File: src/rtl/usb_irq_pkg.sv
package usb_irq_pkg;
  localparam int WORD_W   = 32;
  localparam int N_LINES  = 3;
  localparam int LINE_LSB = 0;
  localparam int NEED_BIT = 8;
  localparam int EN_BIT   = 31;
  typedef enum logic [1:0] {EV_NONE, EV_TRAFFIC, EV_SUSPEND} ev_kind_t;
endpackage

File: src/rtl/irq_merge.sv
module irq_merge #(
  parameter int N = 3
) (
  input  logic         clk,
  input  logic         rst_n,
  input  logic [N-1:0] lines,
  input  logic         wr_stb,
  input  logic         wr_bit,
  output logic         en_q,
  output logic         irq
);
  always_ff @(posedge clk or negedge rst_n) begin
    if (!rst_n)      en_q <= 1'b1;
    else if (wr_stb) en_q <= wr_bit;
  end

  assign irq = en_q & (|lines);
endmodule

File: src/rtl/clk_req_timer.sv
module clk_req_timer
  import usb_irq_pkg::*;
#(
  parameter int PKT_MS  = 5,
  parameter int SUSP_MS = 2
) (
  input  logic clk,
  input  logic rst_n,
  input  logic act_ev,
  input  logic pkt_ev,
  input  logic susp_ev,
  input  logic tick,
  output logic need_q,
  output logic arm
);
  localparam int MAXV = (PKT_MS > SUSP_MS) ? PKT_MS : SUSP_MS;
  localparam int CW   = $clog2(MAXV + 1);

  logic [CW-1:0] cnt_q;
  ev_kind_t      ev;

  always_comb begin
    if (act_ev || pkt_ev) ev = EV_TRAFFIC;
    else if (susp_ev)     ev = EV_SUSPEND;
    else                  ev = EV_NONE;
  end

  assign arm = (ev != EV_NONE) && !need_q;

  always_ff @(posedge clk or negedge rst_n) begin
    if (!rst_n) begin
      need_q <= 1'b1;
      cnt_q  <= CW'(PKT_MS);
    end else begin
      case (ev)
        EV_TRAFFIC: begin
          need_q <= 1'b1;
          cnt_q  <= CW'(PKT_MS);
        end
        EV_SUSPEND: begin
          need_q <= 1'b1;
          cnt_q  <= CW'(SUSP_MS);
        end
        default: begin
          if (need_q && tick) begin
            if (cnt_q <= CW'(1)) begin
              need_q <= 1'b0;
              cnt_q  <= '0;
            end else begin
              cnt_q <= cnt_q - CW'(1);
            end
          end
        end
      endcase
    end
  end
endmodule

File: src/rtl/wake_edge.sv
module wake_edge (
  input  logic clk,
  input  logic rst_n,
  input  logic arm,
  input  logic sel,
  output logic pulse
);
  always_ff @(posedge clk or negedge rst_n) begin
    if (!rst_n) pulse <= 1'b0;
    else        pulse <= arm & sel;
  end
endmodule

File: src/rtl/usb_irq_hub.sv
module usb_irq_hub
  import usb_irq_pkg::*;
#(
  parameter int PKT_MS  = 5,
  parameter int SUSP_MS = 2
) (
  input  logic              clk,
  input  logic              rst_n,
  input  logic              req_lo,
  input  logic              req_hi,
  input  logic              req_dma,
  input  logic              bus_act,
  input  logic              pkt_done,
  input  logic              susp_chg,
  input  logic              ms_tick,
  input  logic              wake_sel,
  input  logic              reg_wr,
  input  logic [WORD_W-1:0] reg_wdata,
  output logic [WORD_W-1:0] reg_rdata,
  output logic              irq_out,
  output logic              need_clk,
  output logic              wake_pulse
);
  logic [N_LINES-1:0] lines;
  logic               en_q;
  logic               arm;

  assign lines = {req_dma, req_hi, req_lo};

  irq_merge #(.N(N_LINES)) u_merge (
    .clk   (clk),
    .rst_n (rst_n),
    .lines (lines),
    .wr_stb(reg_wr),
    .wr_bit(reg_wdata[EN_BIT]),
    .en_q  (en_q),
    .irq   (irq_out)
  );

  clk_req_timer #(.PKT_MS(PKT_MS), .SUSP_MS(SUSP_MS)) u_timer (
    .clk    (clk),
    .rst_n  (rst_n),
    .act_ev (bus_act),
    .pkt_ev (pkt_done),
    .susp_ev(susp_chg),
    .tick   (ms_tick),
    .need_q (need_clk),
    .arm    (arm)
  );

  wake_edge u_wake (
    .clk  (clk),
    .rst_n(rst_n),
    .arm  (arm),
    .sel  (wake_sel),
    .pulse(wake_pulse)
  );

  always_comb begin
    reg_rdata = '0;
    reg_rdata[LINE_LSB +: N_LINES] = lines;
    reg_rdata[NEED_BIT] = need_clk;
    reg_rdata[EN_BIT]   = en_q;
  end
endmodule

File: config.mk
export PLATFORM = sky130hd
export DESIGN_NAME = usb_irq_hub
export DESIGN_NICKNAME = d
export VERILOG_FILES = /design/src/rtl/usb_irq_pkg.sv /design/src/rtl/irq_merge.sv /design/src/rtl/clk_req_timer.sv /design/src/rtl/wake_edge.sv /design/src/rtl/usb_irq_hub.sv
export SDC_FILE = /design/constraint.sdc
export NUM_CORES = 1
export LEC_CHECK = 0
export BUFFER_PORTS_ARGS = -buffer_cell sky130_fd_sc_hd__buf_2
export CORE_MARGIN = 2
export CORE_UTILIZATION = 33
export CTS_CLUSTER_DIAMETER = 60
export DETAILED_ROUTE_END_ITERATION = 8
export GPL_ROUTABILITY_DRIVEN = 0
export MAX_ROUTING_LAYER = met4
export PLACE_DENSITY = 0.84
export SLEW_MARGIN = 20
export SYNTH_ARGS = -nofsm -noshare
export SYNTH_HDL_FRONTEND = slang
export SYNTH_SLANG_ARGS = --single-unit
File: constraint.sdc
create_clock -name clk -period 2.9 [get_ports clk]
set_clock_uncertainty 0.05 [all_clocks]
set_input_delay 0.145 -clock clk [delete_from_list [all_inputs] [get_ports clk]]
set_output_delay 0.145 -clock clk [all_outputs]
set_load 0.01 [all_outputs]
==> metrics.yaml <==
status: "complete, no violations"
nets: 129
synth_fa_ha_area_frac: 0.0422
crit_slowest_cell: "dfstp_2"
grt-ovfl-total: 0
fp.coreArea_sq_mm: 0.00171
worst-path-buf-inv: 1
cp-start-kind: "flop"
preCtsSetupSlack_ns: 1.44
crit_family: "flip-flops"
fin_ws_ns: 1.44
cts.sinks: 6
yosysTopAreaCellShare: 0.405
rows: 15
setup_viol: 0
synth-seq-area-share: 0.262
end_kind: "flop"
cp_data_arrival_time_ns: 1.54
max_cap_viol_count: 0
layout_commonest_cell: "conb_1"
ys_ff_latch: 6
vias: 406
dp.cells: 103
clock_latency_ns: 0.24
p_leak_nw: 0.332
synth_mux_area_frac: 0.0190
drtAntennaViolNets: 0
hold_viol: 0
die-area_sq_mm: 0.00215
die_h_um: 46.4
gr-usage-met1: 0.0920
ctsLongestPathBuffers: 2
n_antenna_cell: 0
synth_cell_type_count: 26
multi_input_area_sq_um: 277
synth-simple-area-share: 0.0781
synth_xor_area_frac: 0
finalCritPeriodShare: 0.503
crit_fanout: 5
grt_pass1_wl_mm: 1.39
drt_iter0_drc: 8
root_buffer: "clkbuf_4"
power.density_mw_per_mm2: 369
avgSynthCellArea_sq_um: 9.12
yosysTopAreaCell: "buf_4"
die_x_um: 46.4
clkPwrFrac: 0.331
antenna_found_initial: 0
io_pins: 78
netlist_area_sq_um: 593
firstDrtPassIters: 4
yosys_warnings: 0
drt-total-wl_um: 938
ir_drop_uv: 147
grt_max_degree: 8
rsz0062_at_grt: "false"
cpPeakStageDelay_ns: 0.58
netlist_top_cells_area: "buf_4 41%, dfstp_2 18%, dfrtp_1 8.4%"
syn_inst: 65
holdWs_ns: 0.0876
cts_tree: "yes"
drive_gt1_frac: 0.402
cts-buffers-inserted: 3
viasPerCell: 3.79
hp-class: "input pin to flop"
area_growth_pct: 2.74
stdcell_count: 107
port-buffer-count: 19
max_freq_mhz: 686
sequentialPowerShare: 0.419
dp_hpwl_um: 816
critPathKind: "flop to flop"
met2_usage: 0.175
switching_share: 0.303
clk_pin_slew_worst_paths_ns: 0.05
drc: 0
initial_core_util: 0.347
maxSlewViolCount: 0
register_area_sq_um: 155
num-fill-cells: 180
cp_data_required_time_ns: 2.98
grt_pass1_vias: 358
p_sw_w: 0.0000681
fin_setup_tns_ns: 0
p_comb_frac: 0.249
mostFrequentLayoutCells: "27 x conb_1, 19 x buf_2, 4 x inv_1, 4 x dfstp_2, 3 x clkbuf_4"
groute.layer.met3.usage: 0.0235
fin_crit_ns: 1.46
internal_power_w: 0.000157
grtUsageTotal: 0.0988
synth-compound-area-share: 0.156
post_drt_wl_per_cell_um: 8.77
htree_levels: 1
synth_top_family_by_area: "buffers and inverters"
cp_cell_sequence: "inv_1 > ha_1 > and3_2 > o311ai_1"
r2r_slack_ns: 1.44
top_usage_layer: "met2"
logic make-up after synthesis:
logic type	count (synthesis)
AO/OA/AOI/OAI	10
adder cells (fa/ha/maj)	2
buffers and inverters	37
flip-flops	6
multiplexers	1
other	1
AND/OR/NAND/NOR	8
sequential cells by signal, summed over array words and instances, names as in the netlist:
signal          cells
u_timer.cnt_q       3
u_timer.need_q      1
u_wake.pulse        1
u_merge.en_q        1
worst register-to-register path, stage by stage, from the launching register on:
cell and delay, ns:
dfstp_2 0.58, inv_1 0.06, ha_1 0.19, and3_2 0.21
o311ai_1 0.27
cells in the mapped netlist:
cell,instances
buf_4,32
dfstp_2,4
inv_1,4
dfrtp_1,2
ha_1,2
a21boi_0,1
a21oi_1,1
a311oi_2,1
and3_2,1
conb_1,1
inv_2,1
mux2_2,1
nand2_1,1
nand2_2,1
nand2b_1,1
nand4_1,1
nor2_1,1
nor3_1,1
nor3b_1,1
o2111ai_1,1
o21a_1,1
o21ai_0,1
o21ba_2,1
o311ai_1,1
o31a_1,1
o41ai_2,1
metal layers:
metal	wire length, um	vias to the layer above	share of wire
met4	17	0	0.018
met5	0	-	0
li1	-	191	-
met2	480	25	0.51
met1	350	188	0.37
met3	90	2	0.096
cell type report:
type / count / share of cell area
Multi-Input combinational cell: 48 / 0.454
Timing Repair Buffer: 20 / 0.172
Clock buffer: 3 / 0.0370
Tap cell: 25 / 0.0513
Inverter: 5 / 0.0308
Sequential cell: 6 / 0.255
per-stage QoR:
step / power, W / area, sq um / utilization
detailed placement: 0.000150 / 577 / 0.338
floorplan: 0.000161 / 691 / -
finish: 0.000225 / 609 / 0.357
global placement: 0.000148 / 577 / 0.338
global route: 0.000242 / 609 / 0.357
CTS: 0.000229 / 609 / 0.357
power groups by stage:
stage	sequential, W	combinational, W	clock [W]
floorplan	0.0000943	0.0000671	0
global placement	0.0000950	0.0000525	0
detailed placement	0.0000952	0.0000547	0
CTS	0.0000943	0.0000557	0.0000788
global route	0.0000949	0.0000636	0.0000837
finish	0.0000944	0.0000561	0.0000746
repair_timing:
action	4_1_cts	5_1_grt
setup endpoints to repair	0	0
setup buffers	0	0
hold endpoints to repair	6	0
gates resized for setup	0	0
hold buffers	1	0
final timing paths:
path,startpoint,end,cells past startpoint
max,u_timer.cnt_q[0],u_timer.cnt_q[2],4
min,pkt_done,u_timer.cnt_q[0],3
max reg2reg,u_timer.cnt_q[0],u_timer.cnt_q[2],4
min reg2reg,u_timer.need_q,u_timer.need_q,2
max in group asynchronous,rst_n,u_merge.en_q,2
min in group asynchronous,rst_n,u_wake.pulse,2
Power figures use the tool's default switching activity.
